[config.mk]
export PLATFORM = sky130hd
export DESIGN_NAME = cal_alarm_cmp
export DESIGN_NICKNAME = d
export VERILOG_FILES = /design/src/rtl/cal_alarm_pkg.sv /design/src/rtl/cal_alarm_match.sv /design/src/rtl/cal_alarm_flag_fsm.sv /design/src/rtl/cal_alarm_irq.sv /design/src/rtl/cal_alarm_cmp.sv
export SDC_FILE = /design/constraint.sdc
export NUM_CORES = 1
export LEC_CHECK = 0
export BUFFER_PORTS_ARGS = -buffer_cell sky130_fd_sc_hd__buf_2
export CAP_MARGIN = 20
export CORE_UTILIZATION = 29
export DETAILED_ROUTE_END_ITERATION = 8
export PLACE_DENSITY_LB_ADDON = 0.1
export SLEW_MARGIN = 10
export SYNTH_ARGS = -nofsm -noshare
export SYNTH_HDL_FRONTEND = slang
export SYNTH_HIERARCHICAL = 1
export SYNTH_SLANG_ARGS = --single-unit
[constraint.sdc]
create_clock -name clk -period 1.5 [get_ports clk]
set_input_delay 0 -clock clk [delete_from_list [all_inputs] [get_ports clk]]
set_output_delay 0 -clock clk [all_outputs]
set_load 0.01 [all_outputs]
[src/rtl/cal_alarm_pkg.sv]
package cal_alarm_pkg;

    typedef enum logic [1:0] {
        MODE_NONE    = 2'b00,
        MODE_DAILY   = 2'b01,
        MODE_WEEKDAY = 2'b10,
        MODE_DATED   = 2'b11
    } alarm_mode_e;

    typedef enum logic [1:0] {
        ST_OFF   = 2'b00,
        ST_ARMED = 2'b01,
        ST_FIRED = 2'b10,
        ST_SPENT = 2'b11
    } flag_state_e;

    localparam int CTL_W       = 8;
    localparam int CTL_AIE_BIT = 7;
    localparam int CTL_TIE_BIT = 3;
    localparam int CTL_MODE_LO = 4;

    localparam int DATE_W    = 6;
    localparam int MONTH_W   = 5;
    localparam int WDAY_LO   = 5;
    localparam int WDAY_W    = 3;
    localparam int NUM_DAYS  = 7;

endpackage

[src/rtl/cal_alarm_match.sv]
module cal_alarm_match
    import cal_alarm_pkg::*;
#(
    parameter int FIELD_W     = 8,
    parameter int TIME_FIELDS = 4
) (
    input  logic                           clk,
    input  logic                           rst_n,
    input  alarm_mode_e                    mode,
    input  logic [FIELD_W*TIME_FIELDS-1:0] cnt_time,
    input  logic [FIELD_W-1:0]             cnt_yd,
    input  logic [FIELD_W-1:0]             cnt_wm,
    input  logic [FIELD_W*TIME_FIELDS-1:0] alm_time,
    input  logic [FIELD_W-1:0]             alm_yd,
    input  logic [FIELD_W-1:0]             alm_wm,
    input  logic [NUM_DAYS-1:0]            alm_wkmap,
    output logic                           match
);

    localparam int MAP_W = 1 << WDAY_W;

    logic [TIME_FIELDS-1:0] field_eq;
    logic                   time_eq;
    logic                   date_eq;
    logic                   day_ok;
    logic [WDAY_W-1:0]      wday;
    logic [MAP_W-1:0]       map_ext;
    logic                   masked_unused;

    // one comparator per time byte
    for (genvar g = 0; g < TIME_FIELDS; g++) begin : g_field
        assign field_eq[g] = (cnt_time[g*FIELD_W +: FIELD_W] ==
                              alm_time[g*FIELD_W +: FIELD_W]);
    end

    assign time_eq = &field_eq;
    assign date_eq = (cnt_yd[DATE_W-1:0]  == alm_yd[DATE_W-1:0]) &&
                     (cnt_wm[MONTH_W-1:0] == alm_wm[MONTH_W-1:0]);
    assign wday    = cnt_wm[WDAY_LO +: WDAY_W];
    assign map_ext = {{(MAP_W-NUM_DAYS){1'b0}}, alm_wkmap};
    assign day_ok  = map_ext[wday];

    // year and weekday bits of the alarm bytes take no part in a compare
    assign masked_unused = ^{alm_yd[FIELD_W-1:DATE_W], alm_wm[FIELD_W-1:MONTH_W]};

    always_comb begin
        unique case (mode)
            MODE_NONE:    match = 1'b0;
            MODE_DAILY:   match = time_eq;
            MODE_WEEKDAY: match = time_eq && day_ok;
            MODE_DATED:   match = time_eq && date_eq;
            default:      match = 1'b0;
        endcase
    end

    // an out-of-range weekday can never produce a weekday match
    p_weekday7_r5: assert property (@(posedge clk) disable iff (!rst_n)
        (mode == MODE_WEEKDAY && wday == WDAY_W'(NUM_DAYS)) |-> !match);

endmodule

[src/rtl/cal_alarm_flag_fsm.sv]
module cal_alarm_flag_fsm
    import cal_alarm_pkg::*;
(
    input  logic clk,
    input  logic rst_n,
    input  logic active,
    input  logic match,
    input  logic flag_clr,
    output logic flag
);

    flag_state_e state_q, state_d;
    logic        hit;

    assign hit = active && match;

    always_ff @(posedge clk or negedge rst_n) begin
        if (!rst_n) state_q <= ST_OFF;
        else        state_q <= state_d;
    end

    always_comb begin
        state_d = state_q;
        unique case (state_q)
            ST_OFF: begin
                if (hit)         state_d = ST_FIRED;   // enable with match
                else if (active) state_d = ST_ARMED;   // enable
            end
            ST_ARMED: begin
                if (!active)     state_d = ST_OFF;     // disable
                else if (match)  state_d = ST_FIRED;   // hit
            end
            ST_FIRED: begin
                if (flag_clr) begin                    // clear
                    if (hit)         state_d = ST_SPENT;
                    else if (active) state_d = ST_ARMED;
                    else             state_d = ST_OFF;
                end
            end
            ST_SPENT: begin
                if (!active)     state_d = ST_OFF;     // disable
                else if (!match) state_d = ST_ARMED;   // release
            end
            default:             state_d = ST_OFF;
        endcase
    end

    always_comb begin
        flag = (state_q == ST_FIRED);
    end

    // a flag only rises after an enabled match was seen
    p_rise_needs_match_r6: assert property (@(posedge clk) disable iff (!rst_n)
        $rose(flag) |-> $past(hit));

    // a clear while set drops the flag next cycle
    p_clear_drops_r7: assert property (@(posedge clk) disable iff (!rst_n)
        (flag && flag_clr) |=> !flag);

    // after a clear under a persisting match no re-trigger
    p_no_retrigger_r6: assert property (@(posedge clk) disable iff (!rst_n)
        (state_q == ST_SPENT && match) |=> !flag);

endmodule

[src/rtl/cal_alarm_irq.sv]
module cal_alarm_irq
    import cal_alarm_pkg::*;
#(
    parameter int FIELD_W = 8
) (
    input  logic               clk,
    input  logic               rst_n,
    input  logic               alarm_en,
    input  logic               alarm_ie,
    input  logic               timer_ie,
    input  logic               alarm_flag,
    input  logic               timer_flag,
    input  logic [FIELD_W-1:0] hundredths,
    output logic               int_n
);

    localparam logic [FIELD_W-1:0] HALF_SEC = FIELD_W'(8'h50);

    logic wave_hi;
    logic int_n_d;
    logic int_n_q;

    assign wave_hi = (hundredths < HALF_SEC);

    always_comb begin
        if (alarm_en)
            int_n_d = !((alarm_flag && alarm_ie) || (timer_flag && timer_ie));
        else
            int_n_d = wave_hi;
    end

    always_ff @(posedge clk or negedge rst_n) begin
        if (!rst_n) int_n_q <= 1'b1;
        else        int_n_q <= int_n_d;
    end

    assign int_n = int_n_q;

    // no source enabled keeps the pin released
    p_irq_quiet_r8: assert property (@(posedge clk) disable iff (!rst_n)
        (alarm_en && !alarm_ie && !timer_ie) |=> int_n);

    // first half-second drives the wave high
    p_wave_high_r9: assert property (@(posedge clk) disable iff (!rst_n)
        (!alarm_en && hundredths < HALF_SEC) |=> int_n);

    // second half-second drives the wave low
    p_wave_low_r9: assert property (@(posedge clk) disable iff (!rst_n)
        (!alarm_en && hundredths >= HALF_SEC) |=> !int_n);

endmodule

[src/rtl/cal_alarm_cmp.sv]
module cal_alarm_cmp
    import cal_alarm_pkg::*;
#(
    parameter int FIELD_W     = 8,
    parameter int TIME_FIELDS = 4
) (
    input  logic                           clk,
    input  logic                           rst_n,
    input  logic                           alarm_en,
    input  logic [CTL_W-1:0]               alarm_ctl,
    input  logic                           timer_flag,
    input  logic                           flag_clr,
    input  logic [FIELD_W*TIME_FIELDS-1:0] cnt_time,
    input  logic [FIELD_W-1:0]             cnt_yd,
    input  logic [FIELD_W-1:0]             cnt_wm,
    input  logic [FIELD_W*TIME_FIELDS-1:0] alm_time,
    input  logic [FIELD_W-1:0]             alm_yd,
    input  logic [FIELD_W-1:0]             alm_wm,
    input  logic [NUM_DAYS-1:0]            alm_wkmap,
    output logic                           alarm_flag,
    output logic                           int_n
);

    alarm_mode_e mode;
    logic        active;
    logic        match;
    logic        ctl_unused;

    assign mode       = alarm_mode_e'(alarm_ctl[CTL_MODE_LO +: 2]);
    assign active     = alarm_en && (mode != MODE_NONE);
    assign ctl_unused = ^{alarm_ctl[6], alarm_ctl[2:0]};

    cal_alarm_match #(
        .FIELD_W     (FIELD_W),
        .TIME_FIELDS (TIME_FIELDS)
    ) u_match (
        .clk       (clk),
        .rst_n     (rst_n),
        .mode      (mode),
        .cnt_time  (cnt_time),
        .cnt_yd    (cnt_yd),
        .cnt_wm    (cnt_wm),
        .alm_time  (alm_time),
        .alm_yd    (alm_yd),
        .alm_wm    (alm_wm),
        .alm_wkmap (alm_wkmap),
        .match     (match)
    );

    cal_alarm_flag_fsm u_fsm (
        .clk      (clk),
        .rst_n    (rst_n),
        .active   (active),
        .match    (match),
        .flag_clr (flag_clr),
        .flag     (alarm_flag)
    );

    cal_alarm_irq #(
        .FIELD_W (FIELD_W)
    ) u_irq (
        .clk        (clk),
        .rst_n      (rst_n),
        .alarm_en   (alarm_en),
        .alarm_ie   (alarm_ctl[CTL_AIE_BIT]),
        .timer_ie   (alarm_ctl[CTL_TIE_BIT]),
        .alarm_flag (alarm_flag),
        .timer_flag (timer_flag),
        .hundredths (cnt_time[FIELD_W-1:0]),
        .int_n      (int_n)
    );

    // an inactive alarm never raises a fresh flag
    p_inactive_quiet_r2: assert property (@(posedge clk) disable iff (!rst_n)
        (!active && !alarm_flag) |=> !alarm_flag);

endmodule

# Word-level counts from Yosys, hierarchy flattened
# Index checks and enable logic that the tools add are counted.
# totals
mem_bits_rw,0
latchBits,0
rom_bits,0
register_bits,3
n_memories,0
# op_classes
div,0
shifts,0
n_reduce_logical,14
add_sub_neg,0
n_mux,14
n_eq_ne,16
bitwise,0
n_mul,0
magnitude_cmp,2
# ops
op,n
$eq A8 B8 Y1,4
$mux W2,8
$eq A2 B2 Y1 const B,4
$lt A8 B7 Y1 const B,1
$pmux W2 S4,1
$reduce_and A4 Y1,2
$logic_and A1 B1 Y1,7
$eq A6 B6 Y1,1
$ne A3 B3 Y1 const B,2
$eq A5 B5 Y1,1
$eq A2 B1 Y1 const B,2
$logic_not A2 Y1,2
$lt A3 B4 Y1 const B,1
$pmux W1 S4,1
$bmux W1 S3,1
$mux W1,3
$ne A3 B1 Y1 const B,1
$ne A2 B2 Y1 const B,1
$reduce_bool A2 Y1,1
$logic_not A1 Y1,1
$logic_or A1 B1 Y1,1

# Longest topological paths before layout
# Gate-level depths: netlist of the first run.
# depth
ltp_word,8
ltp_mapped,6
ltp_nobuf,6

# Hierarchy
# Netlist of the first run, hierarchy kept.
# modules_own_cells
mod,seq_area_each_um2,instances,cells_each,area_per_inst_um2
cal_alarm_match,0.0,1,65,536.8
cal_alarm_flag_fsm,50.0,1,8,87.6
cal_alarm_irq,26.3,1,5,56.3
cal_alarm_cmp,0.0,1,1,7.5

# Worst setup path after synthesis of the first run
# OpenSTA, ideal clock, no wires.
# synth_timing
path_kind,input-to-reg
startpoint,input cnt_wm[5]
endpoint,register u_fsm.state_q[0]
t_arrival_ns,1.117
t_required_ns,1.406
path_buffers,0
setup_ns,0.094
path_stages,6
setup_slack_ns,0.289
path_cell_list,mux4_2 > o21a_1 > a21oi_2 > nor4_1 > nor2b_1 > a211oi_1
# synth_between
elab_chain_len,8
elab_cells_between_ends,13
cone_classes,3 x eq/ne; 7 x mux; 3 x reduce/logical
# synth_rtl
item,line,source
from (decl),cal_alarm_cmp.sv:15,"input logic [FIELD_W-1:0] cnt_wm,"
$bmux W1 S3 (*),cal_alarm_match.sv:41,assign day_ok = map_ext[wday];
$mux W1 (not written as such) (*),cal_alarm_match.sv:41,
$logic_and A1 B1 Y1 (*),cal_alarm_match.sv:50,MODE_WEEKDAY: match = time_eq && day_ok;
$pmux W1 S4 (*),cal_alarm_match.sv:47,unique case (mode)
net match,cal_alarm_cmp.sv:26,logic match;
$logic_and A1 B1 Y1,cal_alarm_flag_fsm.sv:15,assign hit = active && match;
$mux W2,cal_alarm_flag_fsm.sv:35,if (hit) state_d = ST_SPENT;
$mux W2,cal_alarm_flag_fsm.sv:34,if (flag_clr) begin
$pmux W2 S4,cal_alarm_flag_fsm.sv:24,unique case (state_q)
to (signal assigned),cal_alarm_flag_fsm.sv:19,else state_q <= state_d;
to (decl),cal_alarm_flag_fsm.sv:12,"flag_state_e state_q, state_d;"
# Mark *: on every way through the listed nets, which the timed path passes. The rest lies on a longest branch. The select of a mux whose other input is x is not followed.
# A chain may end at the register's enable or synchronous reset.

# Worst setup path in the final report of the first run
# layout_timing
startpoint,input alm_time[1]
endpoint,register u_fsm.state_q[0]
# layout_between
elab_chain_len,8
elab_cells_between_ends,14
cone_classes,4 x eq/ne; 5 x mux; 5 x reduce/logical
# layout_rtl
item,line,source
from (decl),cal_alarm_cmp.sv:16,"input logic [FIELD_W*TIME_FIELDS-1:0] alm_time,"
$eq A8 B8 Y1 (*),cal_alarm_match.sv:32,assign field_eq[g] = (cnt_time[g*FIELD_W +: FIELD_W] ==
$reduce_and A4 Y1 (*),cal_alarm_match.sv:36,assign time_eq = &field_eq;
$logic_and A1 B1 Y1 (on tied branches),"cal_alarm_match.sv:51, cal_alarm_match.sv:50",
$pmux W1 S4 (*),cal_alarm_match.sv:47,
net match,cal_alarm_cmp.sv:26,
$logic_and A1 B1 Y1,cal_alarm_flag_fsm.sv:15,
$mux W2,cal_alarm_flag_fsm.sv:35,
$mux W2,cal_alarm_flag_fsm.sv:34,
$pmux W2 S4,cal_alarm_flag_fsm.sv:24,
# Marks and branches as above.

==> results of run 1 <==
-- registers in the layout, indices dropped and copies added, names as in the netlist --
signal and cells:
u_fsm/state_q 2, u_irq/int_n 1
-- stage by stage --
stage / cells / utilization / worst slack (ns)
after floorplan: 79 / - / 0.289
after global placement: 213 / 0.561 / 0.0497
after detailed placement: 213 / 0.561 / 0.0187
after CTS: 218 / 0.578 / 0.252
after global routing: 218 / 0.578 / 0.118
final: 218 / 0.578 / 0.303
-- worst paths after layout --
| path | startpoint | to | slack, ns | cells past startpoint |
|---|---|---|---|---|
| max in group asynchronous | rst_n | u_irq/int_n$_DFF_PN1_ | 1.19 | 2 |
| setup / recovery | alm_time[1] | u_fsm/state_q[0]$_DFFE_PN0P_ | 0.30 | 7 |
| hold / removal | alarm_en | u_irq/int_n$_DFF_PN1_ | 0.04 | 2 |
| setup reg to reg | u_fsm/state_q[1]$_DFFE_PN0P_ | u_irq/int_n$_DFF_PN1_ | 0.53 | 3 |
| hold reg to reg | u_fsm/state_q[1]$_DFFE_PN0P_ | u_fsm/state_q[0]$_DFFE_PN0P_ | 0.51 | 1 |
| min in group asynchronous | rst_n | u_fsm/state_q[0]$_DFFE_PN0P_ | 0.11 | 2 |
-- metal layers --
layer / up-vias / track usage
met5: - / 0
met4: 0 / 0.0833
met3: 0 / 0.0303
met2: 66 / 0.351
met1: 431 / 0.132
li1: 505 / -
-- cell families after synthesis --
logic type,count (synthesis),share of synthesized area
buf+inv,1,0.00545
simple gates,20,0.171
compound gates,10,0.118
flops,3,0.111
mux,2,0.0473
xor+xnor,43,0.547
-- area by class of cell --
cell class,instances,area share
multi-input cells,75,0.471
repair buffers,107,0.419
flip-flops and latches,3,0.0592
clock buffers,4,0.0204
well taps,28,0.0272
inverters,1,0.00291
-- critical path, stage by stage --
cell      delay (ns)
buf_2           0.10
xor2_1          0.15
nor4_1          0.32
nand4_1         0.15
nor4_1          0.36
nor2b_1         0.17
a211oi_1        0.05
-- cell usage after synthesis --
library cell  instances  area share
inv_1                 1      0.0054
dfrtp_1               2       0.073
o21a_1                2       0.022
nor3_1                1      0.0073
a22o_1                1       0.013
dfstp_2               1       0.038
mux2i_1               1       0.015
nor2_1                2       0.011
nand4_1               2       0.018
a22oi_2               1       0.018
nand3b_1              1       0.011
nor4_1               11        0.10
a21oi_2               1       0.013
mux4_2                1       0.033
xor2_1               43        0.55
a31oi_1               1      0.0091
nor2b_1               2       0.018
a22o_2                1       0.015
o21ai_0               1      0.0073
a211oi_1              1       0.011
o211ai_1              1       0.011
nand2_1               1      0.0054
-- cell usage in the layout (no fill, tap or decap), types with 2 or more instances in the layout --
| cell | count |
|---|---|
| clkbuf_4 | 3 |
| dfrtp_1 | 2 |
| buf_2 | 106 |
| xor2_1 | 43 |
| o21a_1 | 2 |
| nor4_1 | 11 |
| nor2_1 | 2 |
| nor2b_1 | 2 |
| nand4_1 | 2 |
-- power breakdown --
group	internal [W]	switching, W
sequential	0.0000870	0.00000173
clock	0.0000996	0.0000407
combinational	0.000167	0.000111
-- timing repair --
item                                   4_1_cts  5_1_grt
endpoints found under the hold margin        3        0
setup buffers                                0        0
hold buffers                                 1        0
==> results.cfg, run 1 <==
[status]
status = finished clean

[floorplan]
fp.dieArea_um2 = 2570
row_count = 17
ios = 118
die_height_um = 50.7
initial_core_util = 0.308
fp.dieW_um = 50.7
core-area_um2 = 2230

[route]
drc_errors = 0
first_pass_iters = 4
drt_iter0_markers = 6
postRouteAntennaNets = 0
wl_mm = 2.17
wl_met1_um = 694
routed-wl-met2_mm = 1.22
viasPerCell = 4.60
dr_total_vias = 1002
highest_layer = met3
wl_per_cell_um = 9.93
wl_met3_um = 245

[global_routing]
grt_usage = 0.163
grt-ovfl-total = 0
grt_max_degree = 5
grt_pass1_vias = 923
grt_pass1_wl_mm = 3.15
grt_antenna_before_repair = 0

[sta]
max_slew_margin = 0.797
fmax_mhz = 835
holdWs_ns = 0.0449
period_share = 0.798
fin_crit_ns = 1.20
grt_setup_unrepaired = false
worstMarginPinSlew_ns = 0.301
setup_viol = 0
slew_viol_final = 0
final.setup_skew_ns = 0.00195
final.setup.tns_ns = 0
finalHoldViolCount = 0

[pwr]
power.total_w = 0.000508
irDropWorstVdd_v = 0.000315
power_density_nw_per_um2 = 393
leakage_nw = 0.718

[clock_tree]
cts.clk_slew.worst_paths_ns = 0.04
cts_tree = done
cts_made_buffers = 3
clk_path_buf_depth = 2
insertion_delay_ns = 0.23
clock_sinks = 3
root_buffer = clkbuf_4
cts_resized = 0
htree_levels = 1

[final_layout]
ff_latch_area_um2 = 76.3
nets = 307
fillerInstances = 227
antenna_cells = 0
multi_input_area_um2 = 608
syn2layout_area_growth_pct = 87.5
fin_area_um2 = 1290
drive_gt1_frac = 0.600

[setup_path]
cp.arrival_ns = 1.30
worst_setup_path_end_kind = flip-flop
start_kind = input pin
required_ns = 1.61
worstPathMaxFanout = 2
worstSetupPathType = in2reg

[yosys]
synth_cells = 79
ys_seq_elements = 3
yosysWarnings = 6
syn_area_per_cell_um2 = 8.71
syn_nets = 195
synth_area_um2 = 688
synth_cell_type_count = 22
ys_seq_area_frac = 0.111

[place]
hpwl_mm = 1.96
gp_congestion = 0.689
portBuffers = 106
placed_area_um2 = 1250

[run]
cap_violations = 0

[min_path]
hp-class = in2reg
Note: power is estimated with default switching activity, not from simulation.
==> run 2: changes to the inputs <==
--- a/config.mk
+++ b/config.mk
@@ -7,7 +7,7 @@
 export LEC_CHECK = 0
 export BUFFER_PORTS_ARGS = -buffer_cell sky130_fd_sc_hd__buf_2
 export CAP_MARGIN = 20
-export CORE_UTILIZATION = 29
+export CORE_UTILIZATION = 25
 export DETAILED_ROUTE_END_ITERATION = 8
 export PLACE_DENSITY_LB_ADDON = 0.1
 export SLEW_MARGIN = 10
==> constraint.sdc (replaced) <==
create_clock -name clk -period 1.1 [get_ports clk]
set_input_delay 0 -clock clk [delete_from_list [all_inputs] [get_ports clk]]
set_output_delay 0 -clock clk [all_outputs]
set_load 0.01 [all_outputs]
==> run 2 against run 1 <==
The flow now finishes with violations (setup timing). Critical path depth is the same. Clock power grew 39%. First-iteration DRC count grew 33%.
==> results.cfg, run 2 (synthesis gave the netlist of run 1 again) <==
[global_routing]
top_usage_layer = met2
grt_max_degree = 5
grt_pass1_wl_mm = 3.14
grt_antenna_before_repair = 0
grtUsageMet3 = 0.0361
grt-ovfl-total = 0
grt_usage = 0.146
grt_util_met1 = 0.145
grt_use_met2 = 0.299
grt_pass1_vias = 840

[floorplan]
row_count = 18
core-area_um2 = 2540
fp.dieArea_um2 = 2970
ios = 118
die_height_um = 54.5
initial_core_util = 0.270
fp.dieW_um = 54.5

[clock_tree]
root_buffer = clkbuf_4
cts.clk_slew.worst_paths_ns = 0.04
cts_tree = done
cts_made_buffers = 3
htree_levels = 1
clock_sinks = 3
clk_path_buf_depth = 2
insertion_delay_ns = 0.23

[pwr]
leakage_nw = 0.741
irDropWorstVdd_v = 0.000502
power_density_nw_per_um2 = 530

[sta]
fin_crit_ns = 1.17
max_slew_margin = 0.815
worstMarginPinSlew_ns = 0.275
finalHoldViolCount = 0
slew_viol_final = 0
fmax_mhz = 857
setup_viol = 1
period_share = 1.06
grt_setup_unrepaired = true
final.setup_skew_ns = 0.000346
worst_slack_ns = -0.0672
holdWs_ns = 0.0239

[route]
drc_errors = 0
dr_total_vias = 1009
viasPerCell = 4.55
postRouteAntennaNets = 0
drt_iter0_markers = 8
wl_per_cell_um = 10.2
wl_mm = 2.26
first_pass_iters = 4

[final_layout]
mostFrequentLayoutCell = buf_2
fin_area_um2 = 1370
drive_gt1_frac = 0.630
regMostFlops = u_fsm/state_q
largest_reg_flops = 2
nets = 309
mostFrequentLayoutCells = 101 x buf_2, 43 x xor2_1, 6 x nor4_1
fillerInstances = 267
syn2layout_area_growth_pct = 99.1
antenna_cells = 0

[place]
gp_congestion = 0.703
hpwl_mm = 2.04
portBuffers = 106
placed_area_um2 = 1270

[setup_path]
worstPathMaxFanout = 2
cp.arrival_ns = 1.31
worstSetupPathType = in2reg
required_ns = 1.24
worst_setup_path_end_kind = flip-flop
start_kind = input pin

[status]
status = finished, violations left
violations = setup timing

[run]
cap_violations = 0

[min_path]
hp-class = in2reg
run 2: cell count changes in the layout (fill, tap and decap cells not counted):
cell and delta:
buf_4 +2, nor4_1 -5, buf_2 -5, nor4_2 +5, buf_6 +5
run 2: repair_timing:
action,in CTS,in global routing
hold buffers,1,0
cloned,0,0
setup endpoints to repair,2,2
pin swaps,2,9
buffers inserted,0,0
hold endpoints to repair,3,0
gates resized for setup,3,7
run 2: per-layer routing:
metal | routed length, um | vias to the layer above
met4 | 0 | 0
met2 | 1270 | 64
met5 | 0 | -
met1 | 746 | 436
met3 | 243 | 0
li1 | - | 509
run 2: final timing paths:
path	from	to	slack, ns	depth (start not counted)
max in group asynchronous	rst_n	u_irq/int_n$_DFF_PN1_	0.80	2
min in group asynchronous	rst_n	u_fsm/state_q[0]$_DFFE_PN0P_	0.10	2
worst max register to register	u_fsm/state_q[1]$_DFFE_PN0P_	u_irq/int_n$_DFF_PN1_	0.12	3
worst max-delay path	cnt_wm[5]	u_fsm/state_q[0]$_DFFE_PN0P_	-0.07	7
worst min register to register	u_fsm/state_q[1]$_DFFE_PN0P_	u_fsm/state_q[0]$_DFFE_PN0P_	0.50	1
worst min-delay path	alarm_en	u_irq/int_n$_DFF_PN1_	0.02	2
run 2: layout make-up:
class | instances | area, um^2 | share of cell area
clock buffer | 4 | 26.3 | 0.0192
multi-input combinational | 75 | 639 | 0.467
inverter | 1 | 3.75 | 0.00274
sequential | 3 | 76.3 | 0.0557
timing repair buffer | 109 | 587 | 0.428
tap | 30 | 37.5 | 0.0274
run 2: critical path: stages:
cell and delay [ns]:
buf_6 0.07, mux4_2 0.47, o21a_1 0.21, a21oi_2 0.14, nor4_2 0.07, nor2b_1 0.13
a211oi_1 0.20
run 2: where the power goes:
part           internal, W  switching (W)
combinational     0.000246       0.000166
sequential        0.000119     0.00000159
clock             0.000136      0.0000580
total             0.000501       0.000226
run 2: metrics by stage:
step / power (W) / utilization / setup TNS [ns] / cells / setup slack, ns
3_3_place_gp: 0.000498 / 0.500 / -0.527 / 217 / -0.287
5_1_grt: 0.000789 / 0.538 / -0.130 / 222 / -0.114
3_5_place_dp: 0.000507 / 0.500 / -0.580 / 217 / -0.336
2_1_floorplan: 0.000266 / - / -0.136 / 79 / -0.0757
4_1_cts: 0.000721 / 0.521 / -0.0572 / 222 / -0.0572
6_report: 0.000727 / 0.538 / -0.0672 / 222 / -0.0672
==> run 3: changes to the inputs <==
--- a/config.mk
+++ b/config.mk
@@ -10,6 +10,7 @@
 export CORE_UTILIZATION = 25
 export DETAILED_ROUTE_END_ITERATION = 8
 export PLACE_DENSITY_LB_ADDON = 0.1
+export SKIP_LAST_GASP = 1
 export SLEW_MARGIN = 10
 export SYNTH_ARGS = -nofsm -noshare
 export SYNTH_HDL_FRONTEND = slang
==> constraint.sdc (replaced) <==
create_clock -name clk -period 1 [get_ports clk]
set_input_delay 0 -clock clk [delete_from_list [all_inputs] [get_ports clk]]
set_output_delay 0 -clock clk [all_outputs]
set_load 0.01 [all_outputs]
==> run 3 against run 2 <==
The run still ends with setup timing left. Combinational power grew 14%. Critical path depth is the same. Count of clock-buffer cells in the layout is the same. Core utilization grew 1.7 points. Clock power grew 6%. Hold slack gained 0.0082 ns. Global-route usage shrank 0.69 points. First-iteration DRC count shrank 50%. Critical endpoint unchanged.
==> results.cfg, run 3 (synthesis gave the netlist of run 1 again) <==
[status]
status = finished, violations left
violations = setup timing

[run]
cap_violations = 0

[global_routing]
grt_pass1_wl_mm = 2.97
grt_pass1_vias = 806
grt_usage = 0.139
grt-ovfl-total = 0
grt_antenna_before_repair = 0
grt_max_degree = 4

[setup_path]
max_stage_delay_ns = 0.33
cp.arrival_ns = 1.27
required_ns = 1.10
crit_buf_inv = 1
worstSetupPathType = in2reg
start_kind = input pin
worstPathMaxFanout = 2
critPathMostFrequentCell = nor4_2
crit_chain = buf_2, xor2_1, nor4_2, nand4_1, nor4_2, nor2b_1, a211oi_1
worst_setup_path_end_kind = flip-flop
cp_top_family = simple AND/OR/NAND/NOR gates
slowest_stage = nor4_2

[clock_tree]
cts_made_buffers = 3
cts.clk_slew.worst_paths_ns = 0.03
root_buffer = clkbuf_4
clk_path_buf_depth = 2
postCtsSetupBuffers = 0
insertion_delay_ns = 0.23
htree_levels = 1
cts_tree = done
clock_sinks = 3

[pwr]
clkPwrFrac = 0.254
power_density_nw_per_um2 = 571
combPwrFrac = 0.582
irDropWorstVdd_v = 0.000471
p_seq_frac = 0.164
switchingPower_w = 0.000247
leakage_nw = 0.756
internal_power_w = 0.000560
switching_share = 0.306

[final_layout]
fin_cells = 224
syn2layout_area_growth_pct = 105
mostFrequentLayoutCell = buf_2
regMostFlops = u_fsm/state_q
largest_reg_flops = 2
antenna_cells = 0
mostFrequentLayoutCells = 99 x buf_2, 42 x xor2_1, 7 x buf_6
nets = 311
drive_gt1_frac = 0.649

[route]
drc_errors = 0
postRouteAntennaNets = 0
viasPerCell = 4.42
wl_mm = 2.30
dr_total_vias = 989
drt_iter0_markers = 4
wl_per_cell_um = 10.3
first_pass_iters = 3

[sta]
grt_setup_unrepaired = true
period_share = 1.17
worstMarginPinSlew_ns = 0.290
worst_slack_ns = -0.168
holdWs_ns = 0.0321
fmax_mhz = 856
max_slew_margin = 0.805
setup_viol = 2
slew_viol_final = 0
finalHoldViolCount = 0
final.setup_skew_ns = 0.000125
fin_crit_ns = 1.17

[place]
hpwl_mm = 2.05
dpl_worst_slack_ns = -0.490
portBuffers = 106
gp_congestion = 0.721
dp_cells = 219

[floorplan]
fp.dieW_um = 54.5
fp.dieArea_um2 = 2970
ios = 118
row_count = 18
initial_core_util = 0.270
die_height_um = 54.5
core-area_um2 = 2540

[min_path]
hp-class = in2reg
[run 3: changes by cell type in the layout (fill, tap and decap cells not counted), sizes merged]
cell  previous run  this run
buf            108       110
[run 3: power groups by stage]
stage               combinational (W)  clock, W  sequential (W)
finish                       0.000470  0.000205        0.000133
global route                 0.000519  0.000225        0.000134
CTS                          0.000445  0.000214        0.000133
detailed placement           0.000426         0        0.000134
global placement             0.000417         0        0.000134
floorplan                    0.000157         0        0.000136
[run 3: repair_timing]
item / in CTS / in global routing
setup endpoints to repair: 2 / 2
endpoints found under the hold margin: 3 / 0
pin swaps: 9 / 9
gates resized for setup: 5 / 9
hold buffers: 1 / 0
[run 3: area by class of cell]
cell class	instances	area, um^2
Inverter	1	3.75
Clock buffer	4	26.3
Timing Repair Buffer	111	614
Tap cell	30	37.5
Multi-Input combinational cell	75	656
Fill cell	269	1130
Sequential cell	3	76.3
[run 3: worst paths after layout]
path                                                    from                            to  slack, ns  cells after the start
worst max-delay path                             alm_time[1]  u_fsm/state_q[0]$_DFFE_PN0P_      -0.17                      7
worst min-delay path                                alarm_en         u_irq/int_n$_DFF_PN1_       0.03                      2
worst max register to register  u_fsm/state_q[1]$_DFFE_PN0P_         u_irq/int_n$_DFF_PN1_       0.09                      3
worst min register to register  u_fsm/state_q[1]$_DFFE_PN0P_  u_fsm/state_q[0]$_DFFE_PN0P_       0.55                      2
max in group asynchronous                              rst_n         u_irq/int_n$_DFF_PN1_       0.71                      2
min in group asynchronous                              rst_n  u_fsm/state_q[1]$_DFFE_PN0P_       0.10                      2
[run 3: layer usage]
metal / vias up / GRT usage / routed length, um
li1: 513 / - / -
met1: 416 / 0.139 / 797
met2: 60 / 0.289 / 1270
met3: 0 / 0.0278 / 232
met4: 0 / 0.0256 / 0
met5: - / 0 / 0
[run 3: metrics by stage]
stage	setup TNS, ns	cell area [um^2]	total power (W)	util
2_1_floorplan	-0.336	691	0.000294	-
3_3_place_gp	-0.735	1290	0.000551	0.506
3_5_place_dp	-0.878	1290	0.000561	0.506
4_1_cts	-0.287	1360	0.000791	0.533
5_1_grt	-0.407	1410	0.000879	0.556
6_report	-0.254	1410	0.000807	0.556
